**config.mk**
```make
export PLATFORM = sky130hd
export DESIGN_NAME = tmr16_unit
export DESIGN_NICKNAME = d
export VERILOG_FILES = /design/src/rtl/tmr16_pkg.sv /design/src/rtl/tmr16_regs.sv /design/src/rtl/tmr16_tick.sv /design/src/rtl/tmr16_core.sv /design/src/rtl/tmr16_unit.sv
export SDC_FILE = /design/constraint.sdc
export NUM_CORES = 1
export LEC_CHECK = 0
export ABC_AREA = 1
export BUFFER_PORTS_ARGS = -buffer_cell sky130_fd_sc_hd__clkbuf_2
export CAP_MARGIN = 10
export CORE_MARGIN = 1
export CORE_UTILIZATION = 60
export CTS_BUF_LIST = sky130_fd_sc_hd__clkbuf_8
export DETAILED_ROUTE_END_ITERATION = 12
export GPL_TIMING_DRIVEN = 0
export HOLD_SLACK_MARGIN = 0.08
export MAX_ROUTING_LAYER = met4
export PLACE_DENSITY = 0.84
export SETUP_SLACK_MARGIN = 0.1
export SYNTH_ARGS = -nofsm -noshare
export SYNTH_HDL_FRONTEND = slang
export SYNTH_SLANG_ARGS = --single-unit
export TNS_END_PERCENT = 50
```
**constraint.sdc**
```tcl
create_clock -name clk -period 2.1 [get_ports clk]
set_input_delay 0.315 -clock clk [delete_from_list [all_inputs] [get_ports clk]]
set_output_delay 0.315 -clock clk [all_outputs]
set_load 0.005 [all_outputs]
```
**src/rtl/tmr16_pkg.sv**
```systemverilog
package tmr16_pkg;

    localparam int BYTE_W      = 8;
    localparam int ADDR_W      = 2;
    localparam int CMD_W       = 4;
    localparam int SYNC_DEPTH  = 2;

    typedef enum logic [ADDR_W-1:0] {
        A_CTRL = 2'd0,
        A_PLO  = 2'd1,
        A_PHI  = 2'd2
    } addr_e;

    typedef enum logic [CMD_W-1:0] {
        C_START   = 4'h1,
        C_STOP    = 4'h2,
        C_IRQ_EN  = 4'h3,
        C_IRQ_DIS = 4'h4,
        C_SINGLE  = 4'h5,
        C_RETRIG  = 4'h6,
        C_INT_CLK = 4'h7,
        C_EXT_CLK = 4'h8,
        C_ROUTE   = 4'h9,
        C_UNROUTE = 4'hA,
        C_RELOAD  = 4'hB
    } cmd_e;

    typedef struct packed {
        logic route;
        logic ext_sel;
        logic retrig;
        logic irq_en;
    } cfg_t;

    typedef struct packed {
        logic start;
        logic stop;
        logic reload;
        logic clr_pend;
    } ctl_pulse_t;

    function automatic logic [BYTE_W-1:0] pack_status(cfg_t c, logic run, logic pend);
        logic [BYTE_W-1:0] s;
        s    = '0;
        s[0] = run;
        s[1] = c.irq_en;
        s[2] = c.retrig;
        s[3] = c.ext_sel;
        s[4] = c.route;
        s[5] = pend;
        return s;
    endfunction

endpackage

```
**src/rtl/tmr16_regs.sv**
```systemverilog
module tmr16_regs
    import tmr16_pkg::*;
#(
    parameter int BW = BYTE_W,
    localparam int PW = 2 * BW
) (
    input  logic              clk,
    input  logic              rst,
    input  logic              wr_en,
    input  logic              rd_en,
    input  logic [ADDR_W-1:0] addr,
    input  logic [BW-1:0]     wdata,
    output logic [PW-1:0]     period,
    output cfg_t              cfg,
    output ctl_pulse_t        pulse
);

    logic wr_ctrl;
    cmd_e cmd;

    assign wr_ctrl = wr_en && (addr == A_CTRL);
    assign cmd     = cmd_e'(wdata[CMD_W-1:0]);

    always_comb begin
        pulse          = '0;
        pulse.start    = wr_ctrl && (cmd == C_START);
        pulse.stop     = wr_ctrl && (cmd == C_STOP);
        pulse.reload   = wr_ctrl && (cmd == C_RELOAD);
        pulse.clr_pend = rd_en && (addr == A_CTRL);
    end

    always_ff @(posedge clk) begin
        if (rst) begin
            period <= '0;
            cfg    <= '0;
        end else if (wr_en) begin
            case (addr)
                A_PLO:  period[BW-1:0]  <= wdata;
                A_PHI:  period[PW-1:BW] <= wdata;
                A_CTRL: begin
                    case (cmd)
                        C_IRQ_EN:  cfg.irq_en  <= 1'b1;
                        C_IRQ_DIS: cfg.irq_en  <= 1'b0;
                        C_SINGLE:  cfg.retrig  <= 1'b0;
                        C_RETRIG:  cfg.retrig  <= 1'b1;
                        C_INT_CLK: cfg.ext_sel <= 1'b0;
                        C_EXT_CLK: cfg.ext_sel <= 1'b1;
                        C_ROUTE:   cfg.route   <= 1'b1;
                        C_UNROUTE: cfg.route   <= 1'b0;
                        default: ;
                    endcase
                end
                default: ;
            endcase
        end
    end

endmodule

```
**src/rtl/tmr16_tick.sv**
```systemverilog
module tmr16_tick
    import tmr16_pkg::*;
#(
    parameter int STAGES = SYNC_DEPTH
) (
    input  logic clk,
    input  logic rst,
    input  logic ext_pin,
    input  logic ext_sel,
    output logic tick
);

    logic [STAGES:0] chain;

    generate
        for (genvar i = 0; i <= STAGES; i++) begin : g_sync
            if (i == 0) begin : g_first
                always_ff @(posedge clk) begin
                    if (rst) chain[0] <= 1'b0;
                    else     chain[0] <= ext_pin;
                end
            end else begin : g_next
                always_ff @(posedge clk) begin
                    if (rst) chain[i] <= 1'b0;
                    else     chain[i] <= chain[i-1];
                end
            end
        end
    endgenerate

    logic ext_rise;
    assign ext_rise = chain[STAGES-1] & ~chain[STAGES];
    assign tick     = ext_sel ? ext_rise : 1'b1;

endmodule

```
**src/rtl/tmr16_core.sv**
```systemverilog
module tmr16_core
    import tmr16_pkg::*;
#(
    parameter int PW = 2 * BYTE_W
) (
    input  logic          clk,
    input  logic          rst,
    input  logic          tick,
    input  logic [PW-1:0] period,
    input  cfg_t          cfg,
    input  ctl_pulse_t    pulse,
    output logic          running,
    output logic          pend,
    output logic          tmr_out,
    output logic          pin_drv
);

    logic [PW-1:0] cnt;
    logic          expire;

    assign expire = running && tick && (cnt <= PW'(1));

    always_ff @(posedge clk) begin
        if (rst) begin
            cnt     <= '0;
            running <= 1'b0;
            pend    <= 1'b0;
            tmr_out <= 1'b0;
            pin_drv <= 1'b0;
        end else begin
            tmr_out <= 1'b0;
            pin_drv <= 1'b0;
            if (pulse.clr_pend) pend <= 1'b0;
            if (pulse.reload) begin
                running <= 1'b0;
                cnt     <= period;
            end else if (pulse.start) begin
                running <= (period != '0);
                cnt     <= period;
            end else if (pulse.stop) begin
                running <= 1'b0;
            end else if (expire) begin
                cnt     <= period;
                tmr_out <= 1'b1;
                pin_drv <= cfg.route;
                if (cfg.irq_en) pend <= 1'b1;
                if (!cfg.retrig || period == '0) running <= 1'b0;
            end else if (running && tick) begin
                cnt <= cnt - PW'(1);
            end
        end
    end

endmodule

```
**src/rtl/tmr16_unit.sv**
```systemverilog
module tmr16_unit
    import tmr16_pkg::*;
#(
    parameter int BW     = BYTE_W,
    parameter int STAGES = SYNC_DEPTH
) (
    input  logic              clk,
    input  logic              rst,
    input  logic              wr_en,
    input  logic              rd_en,
    input  logic [ADDR_W-1:0] addr,
    input  logic [BW-1:0]     wdata,
    output logic [BW-1:0]     rdata,
    input  logic              ext_clk_pin,
    output logic              irq,
    output logic              tmr_out,
    output logic              pin0_drive
);

    localparam int PW = 2 * BW;

    logic [PW-1:0] period;
    cfg_t          cfg;
    ctl_pulse_t    pulse;
    logic          tick;
    logic          running;
    logic          pend;

    tmr16_regs #(.BW(BW)) regs_i (
        .clk(clk), .rst(rst), .wr_en(wr_en), .rd_en(rd_en), .addr(addr),
        .wdata(wdata), .period(period), .cfg(cfg), .pulse(pulse)
    );

    tmr16_tick #(.STAGES(STAGES)) tick_i (
        .clk(clk), .rst(rst), .ext_pin(ext_clk_pin), .ext_sel(cfg.ext_sel),
        .tick(tick)
    );

    tmr16_core #(.PW(PW)) core_i (
        .clk(clk), .rst(rst), .tick(tick), .period(period), .cfg(cfg),
        .pulse(pulse), .running(running), .pend(pend), .tmr_out(tmr_out),
        .pin_drv(pin0_drive)
    );

    assign irq = pend;

    always_comb begin
        rdata = '0;
        if (rd_en) begin
            case (addr)
                A_CTRL:  rdata = pack_status(cfg, running, pend);
                A_PLO:   rdata = period[BW-1:0];
                A_PHI:   rdata = period[PW-1:BW];
                default: rdata = '0;
            endcase
        end
    end

endmodule

```
==> results of run 1 <==
==> metrics by stage <==
step	total power, uW	std cells
after floorplan	1110	396
after global placement	1180	468
after detailed placement	1190	468
after CTS	1750	476
after global routing	1830	476
final	1750	476
==> registers in the layout (all words and copies together), names as in the netlist <==
| signal | cells |
|---|---|
| core_i.cnt | 16 |
| regs_i.period | 16 |
| core_i.pin_drv | 1 |
| core_i.tmr_out | 1 |
| core_i.pend | 1 |
| core_i.running | 1 |
| tick_i.chain | 3 |
| regs_i.cfg | 4 |
==> synth_stat cells <==
cell type / number
nand2_1: 84
inv_1: 57
dfxtp_1: 43
nor2_1: 40
a21oi_1: 36
o21ai_0: 29
nand3_1: 26
nand4_1: 9
nor2_2: 7
inv_2: 6
nand2_2: 6
nand3b_1: 6
buf_6: 5
clkbuf_1: 5
nand3_2: 4
o21ai_1: 4
nor2_4: 3
o221ai_1: 3
o22ai_1: 3
xnor2_1: 3
buf_2: 2
ha_1: 2
nand2_4: 2
nor3_1: 2
a21boi_0: 1
a21oi_2: 1
a31oi_1: 1
buf_4: 1
nor3_2: 1
o211a_1: 1
o21ai_4: 1
o22ai_2: 1
xor2_1: 1
==> layer usage <==
metal / vias up / routed length [um] / global-route usage, %
met3: 17 / 436 / 5.74
met1: 1226 / 2870 / 40.6
met4: 0 / 165 / 12.0
li1: 1336 / - / -
met5: - / 0 / -
met2: 129 / 3150 / 54.3
==> power groups by stage <==
| stage | registers (uW) | logic [uW] | clock network, uW |
|---|---|---|---|
| 2_1_floorplan | 869 | 240 | 0 |
| 4_1_cts | 854 | 314 | 582 |
| 3_3_place_gp | 872 | 306 | 0 |
| 3_5_place_dp | 873 | 312 | 0 |
| 6_report | 855 | 319 | 574 |
| 5_1_grt | 857 | 362 | 606 |
==> layout make-up <==
| cell class | instances | area share [%] |
|---|---|---|
| well taps | 50 | 2.18 |
| clock inverters | 2 | 0.567 |
| flip-flops and latches | 43 | 30.0 |
| repair buffers | 22 | 3.84 |
| multi-input cells | 277 | 49.0 |
| plain buffers | 13 | 3.23 |
| inverters | 63 | 8.25 |
| clock buffers | 6 | 2.88 |
==> worst register-to-register path: cells and delay by family, from the launching register on <==
kind / cells / cell delay [ns]
compound gates: 1 / 0.06
fa+ha+maj: 1 / 0.24
buf+inv: 1 / 0.10
flops: 1 / 0.34
simple gates: 7 / 0.97
==> worst max-delay path by stage <==
stage	start	slack [ns]	end	cells after the start
6_report	core_i.cnt[0]	0.25	core_i.cnt[7]	10
5_1_grt	core_i.cnt[0]	0.14	core_i.cnt[1]	10
4_1_cts	core_i.cnt[0]	0.26	core_i.cnt[7]	10
3_5_place_dp	core_i.cnt[0]	0.28	core_i.cnt[7]	10
3_3_place_gp	core_i.cnt[0]	0.33	core_i.cnt[7]	10
2_1_floorplan	core_i.cnt[0]	0.57	core_i.cnt[7]	10
==> kinds of logic (layout without fill, tap and decap cells) <==
family,after synthesis,in the layout,share of synthesized area [%]
AND/OR/NAND/NOR,190,190,34.5
AO/OA/AOI/OAI,81,81,17.4
buffers and inverters,76,106,12.7
flip-flops,43,43,33.2
XOR/XNOR,4,4,1.35
adder cells (fa/ha/maj),2,2,0.964
==> metrics.md, run 1 <==
| Metric | Value |
|---|---|
| Mean Syn Cell Area | approximately 6.6 um2 |
| Int Power | between 1000 and 1500 uW |
| Wirelength per Cell | approximately 14 um |
| # Max-Cap Violations | 0 |
| H-tree depth | 2 |
| Max Slew Vio Count | 0 |
| Routability cong. | roughly 0.90 |
| Placeable Area | approximately 4100 um2 |
| Placed inst area | 2770 um2 |
| Share of the synthesized area in the top cell type | 33.2% |
| Final hold vios | 0 |
| Hold path depth | 3 |
| FP Rows | 23 |
| Initial antenna violation count | 0 |
| Highest Clock Rate | 542 MHz |
| Mapped Cells | around 400 |
| Post-Syn Nets | around 410 |
| N_diodes | 0 |
| R2R Path Start | core_i.cnt[0] |
| Setup violators final | 0 |
| Sw power | 524 uW |
| #FFs+latches synth | between 40 and 50 |
| Cts repair resizes | 0 |
| Post-CTS Hold Buffers | 0 |
| Worst IR Drop VDD | around 0.4 mV |
| Post-CTS Setup Bufs | 0 |
| TNS Setup | 0 ns |
| Most frequent cells in the layout | 84 x nand2_1, 57 x inv_1, 43 x dfxtp_1, 40 x nor2_1, 36 x a21oi_1 |
| Dpl ws | 0.276 ns |
| Vias/cell | 5.69 |
| Die area | 4590 um2 |
| Hold path start | ext_clk_pin |
| Endpoint, Worst Hold | tick_i.chain[0] |
| Final Skew | between 0.007 and 0.008 ns |
| Required @ worst endpoint | approximately 2.3 ns |
| CTS clk-pin slew, worst paths | 0.09 ns |
| Synth-to-Final Area Change | 10.5% |
| Aggregate global-route resource usage | between 30% and 40% |
| Clk buf depth | 2 |
| TritonRoute pass-1 iters | 5 |
| Post-route cell area | roughly 2900 um2 |
| Vias | 2708 |
| Routed WL | roughly 6600 um |
| Remaining DRCs | 0 |
| TritonCTS clock tree | done |
| Util after Layout | 70.2% |
| Sw Share | about 30% |
| Power Dens Cells | 609 nW/um2 |
| Grt total ovfl | 0 |
| Worst-Margin Slew | just over 0.6 ns |
| Sink Count | between 40 and 50 |
| Clk Latency, worst-skew pair | 0.30 ns |
| Ranking of synthesized cells by area | dfxtp_1 33%, nand2_1 12%, inv_1 8.2% |
| Pleak | 0.00131 uW |
| CP bufs+invs | 1 |
| Worst path slowest cell | dfxtp_1 |
| Maximum fanout along the worst path | 9 |
| First-pass GRT wire length | 10800 um |
| Area leader, netlist | dfxtp_1 |
| Worst Reg-to-Reg Cells | 10 |
| Antenna Violating Nets Remaining | 0 |
| Largest net degree at the start of global routing | 15 |
| Share of cells above drive strength 1 | between 10% and 20% |
| Post-synth design cell area | ~2600 um2 |
| Setup WS post-layout | 0.255 ns |
| Unique masters post-synth | 33 |
| PortBufs | 22 |
| Register area | ~860 um2 |
| Clock power share | 32.8% |
| Die Y | roughly 68 um |
| Initial core utilization | a little under two thirds |
| Detailed Place HPWL | slightly below 5000 um |
| Crit-path leading delay family | simple AND/OR/NAND/NOR gates |
| Critical-path cell list | inv_1, ha_1, nand2_1, nor2_1, nor2_1, nor2_4, nor2_4, nand2_1, nand3_1, a21oi_1 |
| Multi-input gate area | roughly 1400 um2 |
| Hold Path Class | in -> reg |
| Commonest non-fill, non-tap cell in the layout | nand2_1 |
| Ports | 26 |
| Combinational Power Share | between 10% and 20% |
| Reg-to-reg slack, setup | 0.25 ns |
| Yosys warns | 0 |
| Max_slew headroom | 58.9% |
| Worst r2r dst | core_i.cnt[7] |
| RSZ-0062 raised after global routing | false |
| Final worst path period need | 1.85 ns |
| Max incr delay on CP | approximately 0.34 ns |
| Crit path kind | reg -> reg |
| Vias in the first global route | ~2300 |
| CTS root buf | clkbuf_8 |
| Status | completed |
| Seq pwr share | between 40% and 50% |
| Hold_ws | around 0.19 ns |
| Nets | about 440 |
| Register area share after synthesis | roughly a third |
| Crit path DAT | between 2 and 2.5 ns |
| Fillers | ~380 |
| Final period util | between 80% and 90% |
| Die width | about 68 um |
| CTS buffer count | 5 |
| Worst setup SP type | flop |
| 1st-iter DRT viols | 230 |
| Critical Path End Type | flop |
Note: power is estimated with default switching activity, not from simulation.
==> inputs of run 2 (changes only) <==
--- a/config.mk
+++ b/config.mk
@@ -16,6 +16,7 @@
 export HOLD_SLACK_MARGIN = 0.08
 export MAX_ROUTING_LAYER = met4
 export PLACE_DENSITY = 0.84
+export RECOVER_POWER = 100
 export SETUP_SLACK_MARGIN = 0.1
 export SYNTH_ARGS = -nofsm -noshare
 export SYNTH_HDL_FRONTEND = slang
==> metrics.md, run 2 (synthesis gave the netlist of run 1 again) <==
| Metric | Value |
|---|---|
| Clk buf depth | 2 (unchanged) |
| Final hold vios | 0 (unchanged) |
| Nets | 442 (unchanged) |
| Synth-to-Final Area Change | 9.49% |
| # Max-Cap Violations | 0 (unchanged) |
| Placeable Area | 4090 um2 (unchanged) |
| Initial antenna violation count | 0 (unchanged) |
| Post-route cell area | 2840 um2 (-0.87%) |
| Ports | 26 (unchanged) |
| Critical Path End Type | flop |
| 1st-iter DRT viols | 215 (-6.5%) |
| Worst IR Drop VDD | 0.385 mV (-1.2%) |
| Grt total ovfl | 0 (unchanged) |
| Hold_ws | 0.196 ns (+0.00279 ns) |
| Hold Path Class | in -> reg |
| Worst Reg-to-Reg Cells | 10 (unchanged) |
| Detailed Place HPWL | 4920 um (unchanged) |
| Vias | 2668 (-1.5%) |
| Highest Clock Rate | 529 MHz (-2.4%) |
| Die area | 4590 um2 (unchanged) |
| Crit path DAT | 2.06 ns (+0.05 ns) |
| Antenna Violating Nets Remaining | 0 (unchanged) |
| Final Skew | 0.00709 ns (-0.000672 ns) |
| Initial core utilization | 63.5% (unchanged) |
| CTS buffer count | 5 (unchanged) |
| Maximum fanout along the worst path | 10 (+1) |
| TNS Setup | 0 ns (unchanged) |
| Highest routed metal layer | met4 |
| Clk Latency, worst-skew pair | 0.30 ns (about the same) |
| Cts repair resizes | 0 (unchanged) |
| Final period util | 90.0% (+2.2 points) |
| Reg-to-reg slack, setup | 0.21 ns (-0.05 ns) |
| Remaining DRCs | 0 (unchanged) |
| R2R Path Start | core_i.cnt[0] |
| Crit path kind | reg -> reg |
| Commonest non-fill, non-tap cell in the layout | nand2_1 |
| Post-CTS Hold Buffers | 0 (unchanged) |
| Worst-Margin Slew | 0.616 ns (-0.000317 ns) |
| Largest net degree at the start of global routing | 15 (unchanged) |
| Wirelength per Cell | 13.9 um (about the same) |
| First-pass GRT wire length | 10800 um (unchanged) |
| CTS root buf | clkbuf_8 |
| Pleak | 0.00130 uW (-1.0%) |
| Worst Setup EP | core_i.cnt[13] |
| N_diodes | 0 (unchanged) |
| H-tree depth | 2 (unchanged) |
| Routability cong. | 0.897 (unchanged) |
| PortBufs | 22 (unchanged) |
| Worst r2r dst | core_i.cnt[13] |
| FP Rows | 23 (unchanged) |
| CTS clk-pin slew, worst paths | 0.09 ns (about the same) |
| Share of cells above drive strength 1 | 14.3% (-2.1 points) |
| Crit path launch | core_i.cnt[0] |
| Setup violators final | 0 (unchanged) |
| Status | completed |
| Largest registers | core_i.cnt (16), regs_i.period (16), regs_i.cfg (4) |
| Die width | 67.8 um (unchanged) |
| M1 WL | 2950 um (+2.9%) |
| Hold path depth | 3 (unchanged) |
| Final worst path period need | 1.89 ns (+0.0460 ns) |
| Max_slew headroom | 58.8% (-0.13 points) |
| RSZ-0062 raised after global routing | false |
| Die Y | 67.8 um (unchanged) |
| Util after Layout | 69.6% (-0.61 points) |
| Vias in the first global route | 2309 (unchanged) |
| TritonRoute pass-1 iters | 7 (+2) |
| Met2 wire length | 3090 um (-2.0%) |
| Sink Count | 43 (unchanged) |
| Worst setup SP type | flop |
| Max Slew Vio Count | 0 (unchanged) |
| Post-CTS Setup Bufs | 0 (unchanged) |
| Aggregate global-route resource usage | 33.1% (unchanged) |
| Most frequent cells in the layout | 88 x nand2_1, 58 x inv_1, 43 x dfxtp_1, 41 x nor2_1, 36 x a21oi_1 |
| Wire length on met3 | 401 um (-8.0%) |
| Placed inst area | 2770 um2 (unchanged) |
| Routed WL | 6620 um (about the same) |
| TritonCTS clock tree | done |
| Required @ worst endpoint | 2.27 ns (about the same) |
| Power Dens Cells | 613 nW/um2 (+0.54%) |
| Vias/cell | 5.61 (-1.5%) |
run 2: routing by layer:
metal	up-vias	track usage, %
li1	1333	-
met1	1196	40.6
met2	117	54.3
met3	22	5.74
met4	0	12.0
met5	-	-
run 2: worst max-delay path: stages (launching register included):
cell     delay [ns]
dfxtp_1        0.32
inv_1          0.14
ha_1           0.22
nand2_1        0.15
a21oi_1        0.18
nand2_1        0.14
nand2_1        0.22
buf_6          0.17
nand2_1        0.08
nand3_1        0.08
a21oi_1        0.06
run 2: worst min-delay path by stage:
stage	end	slack, ns	startpoint
2_1_floorplan	tick_i.chain[1]	0.39	tick_i.chain[0]
4_1_cts	tick_i.chain[0]	0.18	ext_clk_pin
6_report	tick_i.chain[0]	0.20	ext_clk_pin
5_1_grt	tick_i.chain[0]	0.20	ext_clk_pin
3_5_place_dp	tick_i.chain[1]	0.40	tick_i.chain[0]
3_3_place_gp	tick_i.chain[1]	0.39	tick_i.chain[0]
run 2: cell type report:
type / instances / area (um2)
fill: 384 / 1240
timing repair buffer: 22 / 109
tap: 50 / 62.6
clock inverter: 2 / 16.3
inverter: 63 / 236
multi-input combinational: 277 / 1380
clock buffer: 6 / 82.6
sequential: 43 / 861
buffer: 13 / 91.3
run 2: report_power, final:
part / leakage, uW / switching (uW) / total, uW / internal, uW
clock: 0.0000474 / 304 / 572 / 269
combinational: 0.000904 / 202 / 315 / 113
sequential: 0.000349 / 14.2 / 855 / 840
total: 0.00130 / 519 / 1740 / 1220
run 2: per-stage QoR:
stage / setup slack [ns] / std cells / power, uW
6_report: 0.209 / 476 / 1740
5_1_grt: 0.0752 / 476 / 1820
3_3_place_gp: 0.328 / 468 / 1180
2_1_floorplan: 0.572 / 396 / 1110
4_1_cts: 0.261 / 476 / 1750
3_5_place_dp: 0.276 / 468 / 1190
==> inputs of run 3 (changes only) <==
--- a/config.mk
+++ b/config.mk
@@ -15,7 +15,7 @@
 export GPL_TIMING_DRIVEN = 0
 export HOLD_SLACK_MARGIN = 0.08
 export MAX_ROUTING_LAYER = met4
-export PLACE_DENSITY = 0.84
+export PLACE_DENSITY = 0.81
 export RECOVER_POWER = 100
 export SETUP_SLACK_MARGIN = 0.1
 export SYNTH_ARGS = -nofsm -noshare
==> metrics.md, run 3 (synthesis gave the netlist of run 1 again) <==
| Metric | Value |
|---|---|
| Status | completed |
| 1st-iter DRT viols | 261 (+21%) |
| Post-CTS Hold Buffers | 0 (unchanged) |
| PortBufs | 22 (unchanged) |
| Routed WL | 6510 um (-1.7%) |
| CTS root buf | clkbuf_8 |
| Hold Path Class | in -> reg |
| Final Skew | 0.00793 ns (+0.000839 ns) |
| Initial antenna violation count | 0 (unchanged) |
| Max_slew headroom | 60.8% (+2.0 points) |
| Final worst path period need | 1.87 ns (-0.0167 ns) |
| Vias/cell | 5.47 (-2.4%) |
| FP Rows | 23 (unchanged) |
| Remaining DRCs | 0 (unchanged) |
| Worst IR Drop VDD | 0.403 mV (+4.9%) |
| Int Power | 1200 uW (-2.0%) |
| H-tree depth | 2 (unchanged) |
| Required @ worst endpoint | 2.28 ns (about the same) |
| Crit path kind | reg -> reg |
| Worst setup SP type | flop |
| Routability cong. | 0.950 (+5.9%) |
| RSZ-0062 raised after global routing | true |
| Final period util | 89.3% (-0.80 points) |
| Critical-path cell list | inv_1, ha_1, nand2_1, nor2_1, nor2_1, nor2_4, nor2_2, nand2_1, nand3_1, a21oi_1 |
| Highest Clock Rate | 534 MHz (+0.89%) |
| Maximum fanout along the worst path | 5 (-5) |
| Sink Count | 43 (unchanged) |
| Total power | 1740 uW (-0.16%) |
| Max Slew Vio Count | 0 (unchanged) |
| Largest net degree at the start of global routing | 17 (+2) |
| Final hold vios | 0 (unchanged) |
| Wirelength per Cell | 13.6 um (-1.9%) |
| Seq pwr share | 49.1% (about the same) |
| Aggregate global-route resource usage | 32.6% (-0.55 points) |
| Max incr delay on CP | 0.36 ns (+0.04 ns) |
| Register area | 861 um2 (unchanged) |
| Dpl ws | 0.295 ns (+0.0189 ns) |
| Die width | 67.8 um (unchanged) |
| Clk Latency, worst-skew pair | 0.31 ns (about the same) |
| Worst-Margin Slew | 0.586 ns (-0.0296 ns) |
| Synth-to-Final Area Change | 9.59% (about the same) |
| Grt total ovfl | 0 (unchanged) |
| Setup violators final | 0 (unchanged) |
| Initial core utilization | 63.5% (unchanged) |
| Sw Share | 31.1% (+1.3 points) |
| Pleak | 0.00131 uW (+0.40%) |
| Fillers | 379 (-1.3%) |
| Worst path slowest cell | dfxtp_1 |
| Clk buf depth | 2 (unchanged) |
| Die area | 4590 um2 (unchanged) |
| Combinational Power Share | 18.1% (about the same) |
| Nets | 443 (+0.23%) |
| Share of cells above drive strength 1 | 15.0% (+0.67 points) |
| TritonRoute pass-1 iters | 4 (-3) |
| N_diodes | 0 (unchanged) |
| Commonest non-fill, non-tap cell in the layout | nand2_1 |
| First-pass GRT wire length | 10700 um (-1.1%) |
| Clock power share | 32.8% (about the same) |
| CTS clk-pin slew, worst paths | 0.09 ns (about the same) |
| Vias in the first global route | 2376 (+2.9%) |
| Crit path DAT | 2.06 ns (about the same) |
| Detailed Place HPWL | 4910 um (-0.23%) |
| Most frequent cells in the layout | 85 x nand2_1, 58 x inv_1, 43 x dfxtp_1, 41 x nor2_1, 36 x a21oi_1 |
| Setup WS post-layout | 0.226 ns (+0.0167 ns) |
| Antenna Violating Nets Remaining | 0 (unchanged) |
| Ports | 26 (unchanged) |
| Vias | 2609 (-2.2%) |
| Multi-input gate area | 1400 um2 (+0.99%) |
| Power Dens Cells | 611 nW/um2 (-0.25%) |
| Critical Path End Type | flop |
| Die Y | 67.8 um (unchanged) |
| TritonCTS clock tree | done |
| Largest registers | core_i.cnt (16), regs_i.period (16), regs_i.cfg (4) |
| # Max-Cap Violations | 0 (unchanged) |
| Placeable Area | 4090 um2 (unchanged) |
| CTS buffer count | 5 (unchanged) |
| TNS Setup | 0 ns (unchanged) |
| Sw power | 541 uW (+4.2%) |
run 3: final timing paths:
check | from | to | slack [ns] | cells past startpoint
max | core_i.cnt[0] | core_i.cnt[14] | 0.23 | 10
min | ext_clk_pin | tick_i.chain[0] | 0.19 | 3
max reg2reg | core_i.cnt[0] | core_i.cnt[14] | 0.23 | 10
min reg2reg | tick_i.chain[0] | tick_i.chain[1] | 0.41 | 2
run 3: layout make-up:
class | count | share of cell area (%)
buffer | 13 | 2.99
multi-input combinational | 278 | 49.1
sequential | 43 | 30.3
timing repair buffer | 22 | 3.78
tap | 50 | 2.20
clock inverter | 3 | 0.923
clock buffer | 5 | 2.42
inverter | 63 | 8.31
run 3: layer usage:
layer  global-route usage [%]  routed length, um
met5                        -                  0
met4                     13.8                170
met3                     5.57                394
met2                     52.8               3040
met1                     39.7               2900
run 3: stage by stage:
stage	hold slack (ns)	instance area (um2)	std cells	util, %
floorplan	0.388	2600	396	-
global placement	0.389	2770	468	67.8
detailed placement	0.396	2770	468	67.8
CTS	0.181	2860	476	70.1
global route	0.207	2850	477	69.6
finish	0.187	2850	477	69.6
run 3: timing repair:
action                     CTS  global route
resized for setup            0             1
buffers inserted             0             0
hold endpoints to repair     0             0
setup endpoints to repair    0             1
run 3: power groups by stage:
stage / clock network, uW / logic (uW) / registers [uW]
after floorplan: 0 / 240 / 869
after global placement: 0 / 305 / 872
after detailed placement: 0 / 311 / 873
after CTS: 580 / 313 / 854
after global routing: 612 / 356 / 857
final: 571 / 314 / 854
run 3: critical path, delay by kind of cell, from the launching register on:
kind,cells,cell delay [ns]
AND/OR/NAND/NOR,7,1.00
AO/OA/AOI/OAI,1,0.06
flip-flops,1,0.36
buffers and inverters,1,0.11
adder cells (fa/ha/maj),1,0.24
